<file path="config.mk">
export PLATFORM = sky130hd
export DESIGN_NAME = pwr_rst_seq
export DESIGN_NICKNAME = d
export VERILOG_FILES = /design/src/rtl/prs_pkg.sv /design/src/rtl/prs_sync.sv /design/src/rtl/prs_por_timer.sv /design/src/rtl/prs_boot_filter.sv /design/src/rtl/pwr_rst_seq.sv
export SDC_FILE = /design/constraint.sdc
export NUM_CORES = 1
export LEC_CHECK = 0
export ABC_AREA = 1
export BUFFER_PORTS_ARGS = -buffer_cell sky130_fd_sc_hd__buf_2
export CAP_MARGIN = 30
export CORE_ASPECT_RATIO = 1.25
export CORE_MARGIN = 5
export CORE_UTILIZATION = 50
export DETAILED_ROUTE_END_ITERATION = 8
export GPL_TIMING_DRIVEN = 0
export PLACE_DENSITY_LB_ADDON = 0.25
export SYNTH_ARGS = -nofsm -noshare
export SYNTH_HDL_FRONTEND = slang
export SYNTH_SLANG_ARGS = --single-unit
</file>
<file path="constraint.sdc">
create_clock -name clk -period 1.5 [get_ports clk]
set_input_delay 0.3 -clock clk [delete_from_list [all_inputs] [get_ports clk]]
set_output_delay 0.3 -clock clk [all_outputs]
set_load 0.005 [all_outputs]
</file>
<file path="src/rtl/prs_pkg.sv">
package prs_pkg;
   typedef struct packed {
      logic warn;
      logic min;
      logic batt;
      logic ext_rst;
      logic line;
      logic boot_n;
   } prs_in_t;

   localparam int IN_W = $bits(prs_in_t);

   // Values assumed while the chip reset is held: supply low, pins idle.
   localparam prs_in_t IN_IDLE = '{warn: 1'b1, min: 1'b1, batt: 1'b1,
                                   ext_rst: 1'b0, line: 1'b1, boot_n: 1'b1};
endpackage

</file>
<file path="src/rtl/prs_sync.sv">
module prs_sync #(
   parameter int W = 1,
   parameter int STAGES = 2,
   parameter logic [W-1:0] IDLE = '0
) (
   input  logic         clk,
   input  logic         rst_n,
   input  logic [W-1:0] d,
   output logic [W-1:0] q
);
   if (STAGES < 2) begin : g_bad_depth
      $error("prs_sync: STAGES must be at least 2");
   end

   logic [W-1:0] stg [STAGES];

   for (genvar i = 0; i < STAGES; i++) begin : g_stage
      if (i == 0) begin : g_first
         always_ff @(posedge clk or negedge rst_n)
            if (!rst_n) stg[i] <= IDLE;
            else        stg[i] <= d;
      end else begin : g_next
         always_ff @(posedge clk or negedge rst_n)
            if (!rst_n) stg[i] <= IDLE;
            else        stg[i] <= stg[i-1];
      end
   end

   assign q = stg[STAGES-1];
endmodule

</file>
<file path="src/rtl/prs_por_timer.sv">
module prs_por_timer #(
   parameter int CYCLES = 21504
) (
   input  logic clk,
   input  logic rst_n,
   input  logic hold,
   output logic done
);
   if (CYCLES < 1) begin : g_bad_cycles
      $error("prs_por_timer: CYCLES must be positive");
   end

   localparam int CW = $clog2(CYCLES + 1);
   localparam logic [CW-1:0] LAST = CW'(CYCLES);

   logic [CW-1:0] cnt;

   always_ff @(posedge clk or negedge rst_n)
      if (!rst_n)           cnt <= '0;
      else if (hold)        cnt <= '0;
      else if (cnt != LAST) cnt <= cnt + 1'b1;

   assign done = (cnt == LAST);
endmodule

</file>
<file path="src/rtl/prs_boot_filter.sv">
module prs_boot_filter #(
   parameter int FILT = 48
) (
   input  logic clk,
   input  logic rst_n,
   input  logic level_low,
   output logic req
);
   if (FILT < 2) begin : g_bad_filt
      $error("prs_boot_filter: FILT must be at least 2");
   end

   localparam int FW = $clog2(FILT);
   localparam logic [FW-1:0] LAST = FW'(FILT - 1);

   logic [FW-1:0] run;
   logic          differ;

   assign differ = (level_low != req);

   always_ff @(posedge clk or negedge rst_n)
      if (!rst_n) begin
         run <= '0;
         req <= 1'b0;
      end else if (!differ) begin
         run <= '0;
      end else if (run == LAST) begin
         run <= '0;
         req <= ~req;
      end else begin
         run <= run + 1'b1;
      end
endmodule

</file>
<file path="src/rtl/pwr_rst_seq.sv">
module pwr_rst_seq #(
   parameter int SYNC_STAGES = 2,
   parameter int POR_CYCLES  = 21504,
   parameter int BOOT_FILT   = 48
) (
   input  logic clk,
   input  logic por_n,
   input  logic below_warn,
   input  logic below_min,
   input  logic below_batt,
   input  logic rst_pin,
   input  logic rst_line_in,
   input  logic boot_pin_n,
   input  logic warn_en_we,
   input  logic warn_en_d,
   output logic cpu_rst,
   output logic warn_irq,
   output logic pf_n,
   output logic rst_line_drive,
   output logic bus_inhibit,
   output logic boot_req,
   output logic boot_start
);
   import prs_pkg::*;

   prs_in_t raw_in, syn;
   logic    por_done;
   logic    warn_en_q, warn_prev, rst_prev, req_prev;

   assign raw_in = '{warn: below_warn, min: below_min, batt: below_batt,
                     ext_rst: rst_pin, line: rst_line_in, boot_n: boot_pin_n};

   prs_sync #(.W(IN_W), .STAGES(SYNC_STAGES), .IDLE(IN_IDLE)) u_sync (
      .clk(clk), .rst_n(por_n), .d(raw_in), .q(syn)
   );

   prs_por_timer #(.CYCLES(POR_CYCLES)) u_por (
      .clk(clk), .rst_n(por_n), .hold(syn.min), .done(por_done)
   );

   prs_boot_filter #(.FILT(BOOT_FILT)) u_boot (
      .clk(clk), .rst_n(por_n), .level_low(~syn.boot_n), .req(boot_req)
   );

   assign rst_line_drive = syn.min;
   assign bus_inhibit    = syn.min | ~por_done;
   assign cpu_rst        = bus_inhibit | syn.ext_rst | ~syn.line;
   assign pf_n           = ~syn.batt;

   always_ff @(posedge clk or negedge por_n)
      if (!por_n) begin
         warn_en_q  <= 1'b0;
         warn_prev  <= 1'b1;
         rst_prev   <= 1'b1;
         req_prev   <= 1'b0;
         warn_irq   <= 1'b0;
         boot_start <= 1'b0;
      end else begin
         if (warn_en_we) warn_en_q <= warn_en_d;
         warn_prev  <= syn.warn;
         rst_prev   <= cpu_rst;
         req_prev   <= boot_req;
         warn_irq   <= syn.warn & ~warn_prev & warn_en_q;
         boot_start <= (boot_req & ~req_prev & ~cpu_rst)
                     | (boot_req & rst_prev & ~cpu_rst);
      end
endmodule

</file>
* Word level (Yosys, flattened, before mapping) *
Index checks and enable logic that the tools add are counted.

operators by class
  add/subtract/negate cells = 2
  $mul = 0
  divide/modulo/power cells = 0
  $lt $le $gt $ge = 0
  eq/ne operators = 4
  shift-type cells = 0
  mux-type cells = 4
  bitwise gates (word level) = 18
  reductions and logical operators = 2

operators with widths
  kind                                           count
  two-way mux 15 bit                             2
  adder 15 x 1 -> 15 bit, second input constant  1
  equality test 15 bit, second input constant    1
  inequality test 15 bit, second input constant  1
  two-way mux 6 bit                              2
  NOT 1 bit                                      8
  adder 6 x 1 -> 6 bit, second input constant    1
  bitwise AND 1 bit                              6
  equality test 6 bit, second input constant     1
  OR 1 bit                                       4
  AND reduction 2 bit                            1
  nonzero test 2 bit                             1
  inequality test 1 bit                          1

word-level totals
  register bits = 40
  bits in latches = 0
  RAM bits = 0
  memory bits (read-only) = 0
  input port bits = 10
  output and inout port bits = 7
  logic and storage cells = 41
  memories kept = 0

* Depth between registers and ports, before layout *
Gate-level depths: netlist (run 1).

  depth in word-level cells = 8
  depth in mapped cells = 7
  mapped depth without buffers = 7

* Hierarchy *
Synthesis (run 1) repeated with hierarchy kept, for this count alone.

unflattened totals
  cell total of the unflattened synthesis = 221
  area, all modules = 1873.0 µm²

modules (own cells, without submodules)
  module           times used  cells each  area an instance (µm²)  sequential area each (µm²)
  prs_por_timer    1           140         940.9                   375.4
  prs_sync         1           18          357.8                   312.8
  prs_boot_filter  1           40          349.1                   175.2
  pwr_rst_seq      1           23          225.2                   152.6

* Worst setup path after synthesis (run 1) *
OpenSTA, ideal clock, no wires.

  kind = reg2out
  start = register u_sync.stg, in the netlist u_sync.q[4]
  end = output bus_inhibit
  arrival time = 0.975 ns
  required time = 1.200 ns
  slack = 0.225 ns
  stages on the path, launching flop included = 4
  path buffers = 1
  cells stage by stage = dfstp_2 -> clkinv_1 -> buf_2 -> nand3_1

between the ends
  longest elaborated chain between the ends = 1

RTL lines
  what                               line               source
  from (decl)                        prs_sync.sv:15     logic [W-1:0] stg [STAGES];
  from (signal, indexed assignment)  prs_sync.sv:25     else stg[i] <= stg[i-1];
  OR 1 bit                           pwr_rst_seq.sv:46  assign bus_inhibit = syn.min | ~por_done;
  to (decl)                          pwr_rst_seq.sv:20  output logic bus_inhibit,

Every way passes these cells.

* Worst setup path in the final report (run 1) *
  start = register u_por.cnt[0]
  end = output cpu_rst

between the ends
  longest elaborated chain between the ends = 5

RTL lines
  what                    line                 source
  from (decl)             prs_por_timer.sv:16  logic [CW-1:0] cnt;
  from (signal assigned)  prs_por_timer.sv:21  else if (cnt != LAST) cnt <= cnt + 1'b1;
  equality test 15 bit    prs_por_timer.sv:23  assign done = (cnt == LAST);
  NOT 1 bit               pwr_rst_seq.sv:46
  OR 1 bit                pwr_rst_seq.sv:46
  OR 1 bit (2 in series)  pwr_rst_seq.sv:47    assign cpu_rst = bus_inhibit | syn.ext_rst | ~syn.line;
  to (decl)               pwr_rst_seq.sv:16    output logic cpu_rst,

Every way passes these cells.

==> results.ini, run 1 <==
[status]
outcome = complete, but fails checks
violations = negative setup slack

[detailed_routing]
drt-vias-per-instance = 4.95
drtIter0Drc = 22
wl_per_cell_um = 12.0
wl_um = 3280
antenna_left = 0
vias = 1347
remaining_drc_errors = 0
first_pass_iters = 5

[power_and_ir_drop]
p_leak_nw = 1.03
power_frac_comb_pct = 6.1
internal-power_w = 0.00185
ir_drop_v = 0.000807
p_seq_share_pct = 49.6
p_switching_w = 0.000457
power.total_w = 0.00231
clockPowerShare_pct = 44.3
p_per_area_nw_per_um2 = 1050
swShare_pct = 19.8

[critical_path]
critPathCaptureType = output pin
rr_startpoint = u_por.cnt[0]
worstPathRequired_ps = 1200
critPathKind = register to output pin
r2r_slack_ps = 130
r2r-end = u_por.cnt[12]
cp_max_fo = 2
ff2ff_path_depth = 9
worstSetupStartpoint = u_por.cnt[0]
cp.arrival_ps = 1310
start_kind = register

[place]
dp_hpwl_um = 2110
portBuffers = 16
routabilityCongestion = 0.819
post_dp_cell_area_um2 = 1870

[yosys]
syn-cell-area_um2 = 1740
synthSimpleGateAreaFrac_pct = 28.2
synth_cells = 192
synth_edf_count = 0
synth-async-reset-ratio_pct = 100
synthMuxAreaShare_pct = 0.647
synth_fa_ha_area_share_pct = 2.16
ys_warn_count = 0
synth_compound_area_share_pct = 4.02
synth.avg_cell_area_um2 = 9.07
synth-main-ff-cell = dfrtp_1
synth_xor_area_share_pct = 2.01
ys_ff_latch = 40
ys_seq_area_share_pct = 58.3
syn-num-nets = 205
synth_cell_type_count = 24
synth_top_family_by_area = simple AND/OR/NAND/NOR gates

[floorplanning]
dieHeight_um = 76.0
rows = 24
start_util_pct = 50.9
core-area_um2 = 3420
die_width_um = 62.8
num_io_pins = 17
die_area_um2 = 4770

[timing]
timing.final.crit_share_pct = 108
slew_viol_final = 0
fin_ws_ps = -113
worst_pin_slew_ps = 856
fin_hold_ws_ps = 105
setup_viol = 2
period_needed_ps = 1610
fin_skew_ps = 13.0
hold_viol = 0
rsz0062_at_grt = true
fmax_mhz = 620
slew_headroom_pct = 42.9

[global_routing]
grt_pass1_wl_um = 5870
antenna_found_initial = 0
grt_pass1_vias = 1353
grt_max_degree = 41
track_usage_pct = 15.4
grt-ovfl-total = 0

[final_layout]
final_area_um2 = 2190
insertedDiodeCount = 0
layout.nets = 245
drive_gt1_share_pct = 32.6
syn_to_final_growth_pct = 25.8

[clock_tree]
htree_num_levels = 2
cts_root_buf = clkbuf_8
clockBufferDepth = 2
clock_sinks = 40
cts_tree = built
path_clk_slew_ps = 80
cts_buffers = 5
clock_latency_ps = 300

[flow_run]
drv_cap = 0

[worst_hold_path]
hold_path.class = primary input to asynchronous set/reset pin

## cell type report
cell class              count  area [um^2]
well taps                  39         48.8
clock buffers               6         72.6
multi-input cells         131          688
repair buffers             33          208
clock inverters             2         60.1
plain buffers               1         15.0
fillers                   289         1230
flip-flops and latches     40         1020
inverters                  20         80.1
## placed cells by master, fill, tap and decap left out, types with 2 or more instances in the layout
master	instances
nor2_1	41
nand2_1	38
dfrtp_1	26
buf_4	17
inv_1	16
buf_2	16
dfstp_2	12
nand3_1	11
nand4_1	6
a21oi_1	6
clkbuf_8	5
nor2_2	4
o21ai_0	4
xor2_1	3
inv_2	3
nor2_4	3
nand3_2	3
ha_4	2
bufinv_16	2
dfrtp_2	2
## cell usage after synthesis (all sizes together) (3+ instances only)
cell	count	area, um^2
a21oi	6	30.0
dfrtp	28	701
dfstp	12	315
ha	3	37.5
inv	19	71.3
nand2	39	146
nand3	14	85.1
nand4	6	37.5
nor2	48	198
o21ai	5	25.0
xor2	3	26.3
## power by group through the flow
| stage | sequential, W | combinational, W | clock (W) |
|---|---|---|---|
| floorplan | 0.00116 | 0.0000522 | 0 |
| global route | 0.00115 | 0.000159 | 0.00110 |
| global placement | 0.00117 | 0.0000976 | 0 |
| CTS | 0.00115 | 0.000131 | 0.00105 |
| finish | 0.00115 | 0.000140 | 0.00102 |
| detailed placement | 0.00117 | 0.0000987 | 0 |
## routing by layer
metal  vias up  global-route usage (%)  part of all wire (%)
li1        687                       -                     -
met1       634                    18.9                    45
met2        19                    25.1                    49
met3         7                    3.98                   3.6
met4         0                    7.01                   1.8
met5         -                       0                     0
## worst max-delay path by stage
stage / endpoint / slack (ps) / depth (start not counted)
2_1_floorplan: bus_inhibit / 230 / 3
3_3_place_gp: bus_inhibit / -50 / 4
3_5_place_dp: bus_inhibit / -50 / 4
4_1_cts: cpu_rst / -120 / 5
5_1_grt: cpu_rst / -200 / 6
6_report: cpu_rst / -110 / 6
## per-stage QoR
step	util, %	setup TNS, ps	setup WS (ps)	std cells
4_1_cts	63.4	-235	-122	271
3_5_place_dp	54.6	-53.8	-48.8	247
2_1_floorplan	-	0	225	192
3_3_place_gp	54.6	-51.7	-50.8	247
6_report	64.0	-185	-113	272
5_1_grt	64.0	-361	-197	272
## timing repair
action | CTS | global route
gates cloned | 0 | 0
setup buffers | 16 | 3
endpoints found under the setup margin | 2 | 5
gates resized for setup | 17 | 4
pin swaps | 3 | 3
hold buffers | 0 | 0
## flip-flops by register name, indices dropped and copies added (netlist names)
signal	count
rst_prev	1
boot_start	1
u_sync.q	6
u_sync.stg	6
warn_irq	1
u_por.cnt	15
u_boot.req	1
warn_prev	1
req_prev	1
u_boot.run	6
warn_en_q	1
## cells by family (layout without fill, tap and decap cells)
logic type | Yosys count | in the layout
mux | 1 | 1
fa+ha+maj | 3 | 3
flops | 40 | 40
buf+inv | 21 | 62
simple gates | 110 | 110
xor+xnor | 4 | 4
compound gates | 13 | 13
## worst max-delay path: stages (launching register included)
cell and delay, ps:
dfrtp_1 390, inv_2 80, ha_4 130, nand2_1 50, nor2_2 100, nand4_1 130
buf_2 150
No activity file was read; power rests on OpenSTA's default activity.
==> run 2, diff against run 1 <==
- CORE_UTILIZATION: 50 -> 57
==> run 2 against run 1 <==
  * The run still ends with negative setup slack left
  * Die area fell by 11%
  * Sequential share of layout area rose by 0.084 points
  * Via count increased by 8.2%
  * First-iteration DRC count is 73% higher
  * Clock power fell by 36%
  * Largest power group unchanged
  * Critical path type unchanged
  * Combinational power rose by 11%
==> results.ini, run 2 (synthesis results as in run 1) <==
[status]
outcome = complete, but fails checks
violations = negative setup slack

[flow_run]
drv_cap = 0

[final_layout]
final_cell_mix = 43 x nor2_1, 38 x nand2_1, 25 x dfrtp_1, 17 x inv_1, 16 x buf_4
finalNonFillerCells = 276
layout.nets = 252
top_register = u_por.cnt
fillerInstances = 184
layout_commonest_cell = nor2_1
insertedDiodeCount = 0
drive_gt1_share_pct = 31.7
final_area_um2 = 2190
multi_input_comb_area_um2 = 666
syn_to_final_growth_pct = 25.7
seqCellArea_um2 = 1020
largest_register_ffs = 15

[critical_path]
cp_max_fo = 2
critPathKind = register to output pin
ff2ff_path_depth = 9
start_kind = register
r2r-end = boot_start
cp_slowest_stage_delay_ps = 410
r2r_slack_ps = 100
worstPathRequired_ps = 1200
critPathCaptureType = output pin
cp.arrival_ps = 1410
rr_startpoint = u_por.cnt[1]
cp_slowest_cell = dfrtp_1
path_cells = inv_2 > ha_4 > nand2_2 > nor2_2 > nand4_1 > buf_2

[clock_tree]
cts_tree = built
htree_num_levels = 2
clock_sinks = 40
clockBufferDepth = 2
cts_root_buf = clkbuf_4
clock_latency_ps = 340
cts_buffers = 5
path_clk_slew_ps = 120

[floorplanning]
start_util_pct = 59.1
rows = 22
die_area_um2 = 4270
die_width_um = 59.4
dieHeight_um = 71.8
core-area_um2 = 2950
num_io_pins = 17

[timing]
setup_viol = 2
rsz0062_at_grt = true
hold_viol = 0
fin_hold_ws_ps = 41.5
fin_skew_ps = 4.48
worst_pin_slew_ps = 841
fin_setup_tns_ps = -378
fmax_mhz = 585
period_needed_ps = 1710
slew_viol_final = 0
fin_ws_ps = -208
slew_headroom_pct = 43.9
timing.final.crit_share_pct = 114

[place]
portBuffers = 16
placed_cells = 244
routabilityCongestion = 0.873
dp_hpwl_um = 2300
post_dp_cell_area_um2 = 1870
dp_slack_ps = -44.1

[detailed_routing]
vias = 1458
wl_um = 3770
drtIter0Drc = 38
remaining_drc_errors = 0
antenna_left = 0
drt-vias-per-instance = 5.28
wl_per_cell_um = 13.7
first_pass_iters = 5

[power_and_ir_drop]
p_leak_nw = 1.04
p_per_area_nw_per_um2 = 894
ir_drop_v = 0.000944

[global_routing]
grt_max_degree = 41
track_usage_pct = 19.6
grt-ovfl-total = 0
grt_pass1_vias = 1488
antenna_found_initial = 0
grt_pass1_wl_um = 6240

[worst_hold_path]
hold_path.class = primary input to asynchronous set/reset pin

==> run 2: worst max path at each step <==
stage                 startpoint     endpoint  slack (ps)  cells past startpoint
global route        u_por.cnt[1]      cpu_rst        -310                      6
floorplan            u_sync.q[4]  bus_inhibit         230                      3
CTS                 u_por.cnt[1]      cpu_rst        -190                      6
finish              u_por.cnt[1]      cpu_rst        -210                      6
detailed placement   u_sync.q[4]  bus_inhibit         -40                      4
global placement     u_sync.q[4]  bus_inhibit         -20                      4
==> run 2: timing repair <==
item / CTS / global route
resized for setup: 16 / 3
hold buffers: 0 / 5
endpoints found under the setup margin: 2 / 6
pin swaps: 2 / 3
buffers inserted: 18 / 4
hold endpoints to repair: 0 / 5
==> run 2: area by class of cell <==
type	count	area share (%)
clock buffer	6	2.86
multi-input combinational	131	30.4
inverter	20	3.66
buffer	1	0.514
tap	36	2.06
clock inverter	2	0.686
sequential	40	46.6
timing repair buffer	40	13.3
==> run 2: stage by stage <==
step / power (W) / utilization, %
after CTS: 0.00195 / 72.1
after global routing: 0.00207 / 74.3
after global placement: 0.00126 / 63.4
final: 0.00196 / 74.3
after detailed placement: 0.00127 / 63.4
after floorplan: 0.00122 / -
==> run 2: layer usage <==
metal	global-route usage [%]	part of all wire [%]
met3	6.49	5.8
met1	21.7	37
met2	33.2	55
met5	0	0
met4	9.07	1.6
==> run 2: power by group <==
group	leakage [nW]	internal (W)	total, W	switching [W]
clock	0.0443	0.000291	0.000656	0.000365
sequential	0.500	0.00113	0.00115	0.0000212
combinational	0.499	0.0000734	0.000156	0.0000826
==> run 2: worst max-delay path: cells and delay by family, from the launching register on <==
kind | cells | cell delay (ps)
flops | 1 | 410
fa+ha+maj | 1 | 130
buf+inv | 2 | 240
simple gates | 3 | 290
==> run 3, diff against run 2 <==
- CORE_ASPECT_RATIO: 1.25 -> not set
==> run 3 against run 2 <==
  * The flow still finishes with violations (negative setup slack)
  * Cell count down 0.36%
  * Register-to-register slack worse by 130 ps
  * Maximum frequency down 4.6%
  * Power down 6.2%
  * Non-clock buffer count up 2
  * Sequential power about the same
  * Setup slack worse by 83 ps
  * Global-route usage down 1.6 points
  * Clock power down 20%
  * Critical endpoint unchanged
  * Highest routed layer unchanged
==> results.ini, run 3 (synthesis results as in run 1) <==
[global_routing]
globalRoute.busiestLayer = met2
grt_max_degree = 41
antenna_found_initial = 0
grt_pass1_wl_um = 5790
grt_pass1_vias = 1404
grt_use_met1_pct = 20.6
met3_usage_pct = 5.13
gr-usage-met2_pct = 30.6
track_usage_pct = 18.0
grt-ovfl-total = 0

[clock_tree]
cts_tree = built
path_clk_slew_ps = 130
clock_sinks = 40
clock_latency_ps = 350
htree_num_levels = 2
cts_root_buf = clkbuf_4
cts_buffers = 5
ctsHoldBuffers = 0
clockBufferDepth = 2

[timing]
timing.final.crit_share_pct = 119
hold_viol = 0
fin_ws_ps = -291
slew_headroom_pct = 42.3
fmax_mhz = 558
rsz0062_at_grt = true
fin_skew_ps = 13.6
fin_hold_ws_ps = 39.7
period_needed_ps = 1790
setup_viol = 4
slew_viol_final = 0
worst_pin_slew_ps = 866

[final_layout]
final_area_um2 = 2190
layout_commonest_cell = nor2_1
final_core_util_pct = 72.8
final_cell_mix = 40 x nor2_1, 38 x nand2_1, 25 x buf_4, 22 x dfrtp_1, 17 x inv_1
drive_gt1_share_pct = 37.2
largest_register_ffs = 15
top_register = u_por.cnt
insertedDiodeCount = 0
layout.nets = 254
syn_to_final_growth_pct = 25.6

[floorplanning]
core-area_um2 = 3000
die_area_um2 = 4260
dieHeight_um = 65.3
die_width_um = 65.3
start_util_pct = 58.0
num_io_pins = 17
rows = 20

[critical_path]
cp_max_fo = 4
critPathKind = register to output pin
start_kind = register
critPathCaptureType = output pin
crit_top_cell = nor2_2
r2r_slack_ps = -30
cp_slowest_cell = dfrtp_1
worstPathRequired_ps = 1200
cp_slowest_stage_delay_ps = 430
r2r-end = boot_start
rr_startpoint = u_por.cnt[14]
cp.arrival_ps = 1490
ff2ff_path_depth = 9
path_cells = inv_1 > nor2_2 > nand2_1 > nor2_2 > nand4_1 > buf_2

[power_and_ir_drop]
p_leak_nw = 1.04
p_per_area_nw_per_um2 = 840
ir_drop_v = 0.000785

[place]
post_dp_cell_area_um2 = 1860
dp_hpwl_um = 2230
portBuffers = 16
routabilityCongestion = 0.840

[detailed_routing]
first_pass_iters = 4
wl_per_cell_um = 14.3
wl_um = 3930
drt-vias-per-instance = 5.41
antenna_left = 0
vias = 1489
remaining_drc_errors = 0
drtIter0Drc = 65

[status]
outcome = complete, but fails checks
violations = negative setup slack

[worst_hold_path]
min_from = rst_line_in
holdPathEnd = u_sync.stg[7]
hold_path.class = primary input to register
hold_depth = 1

[flow_run]
drv_cap = 0

## run 3: final cells by class
cell class	count	area (um^2)
clock buffer	6	41.3
inverter	20	80.1
buffer	1	11.3
timing repair buffer	42	279
tap	33	41.3
multi-input combinational	131	698
sequential	40	1020
fill	204	816
clock inverter	2	12.5
## run 3: repair_timing
action,CTS,global route
setup buffers,12,17
pin swaps,3,5
resized for setup,14,15
endpoints found under the setup margin,2,8
## run 3: worst max-delay path by stage
stage                       start     endpoint  cells after the start
global placement      u_sync.q[4]  bus_inhibit                      4
finish              u_por.cnt[14]      cpu_rst                      6
CTS                  u_por.cnt[1]      cpu_rst                      6
detailed placement    u_sync.q[4]  bus_inhibit                      4
floorplan             u_sync.q[4]  bus_inhibit                      3
global route        u_por.cnt[14]      cpu_rst                      6
## run 3: worst max-delay path: cells and delay by family (launching register included)
kind / cells / cell delay, ps
AND/OR/NAND/NOR: 4 / 470
buffers and inverters: 2 / 230
flip-flops: 1 / 430
## run 3: per-stage QoR
step / cells / setup slack [ps] / setup TNS, ps / total power, W
global placement: 241 / -14.5 / -14.5 / 0.00126
global route: 275 / -406 / -1210 / 0.00192
detailed placement: 241 / -57.7 / -57.7 / 0.00127
floorplan: 192 / 225 / 0 / 0.00122
CTS: 261 / -223 / -518 / 0.00182
finish: 275 / -291 / -561 / 0.00184
## run 3: per-layer routing
metal	part of all wire [%]	routed length, um
met2	53	2080
met4	3.5	136
met3	5.1	201
met5	0	0
met1	39	1520
## run 3: power breakdown
part / total (W) / switching (W) / internal [W] / leakage (nW)
registers: 0.00115 / 0.0000221 / 0.00113 / 0.495
logic: 0.000162 / 0.0000873 / 0.0000747 / 0.514
clock network: 0.000528 / 0.000347 / 0.000181 / 0.0282
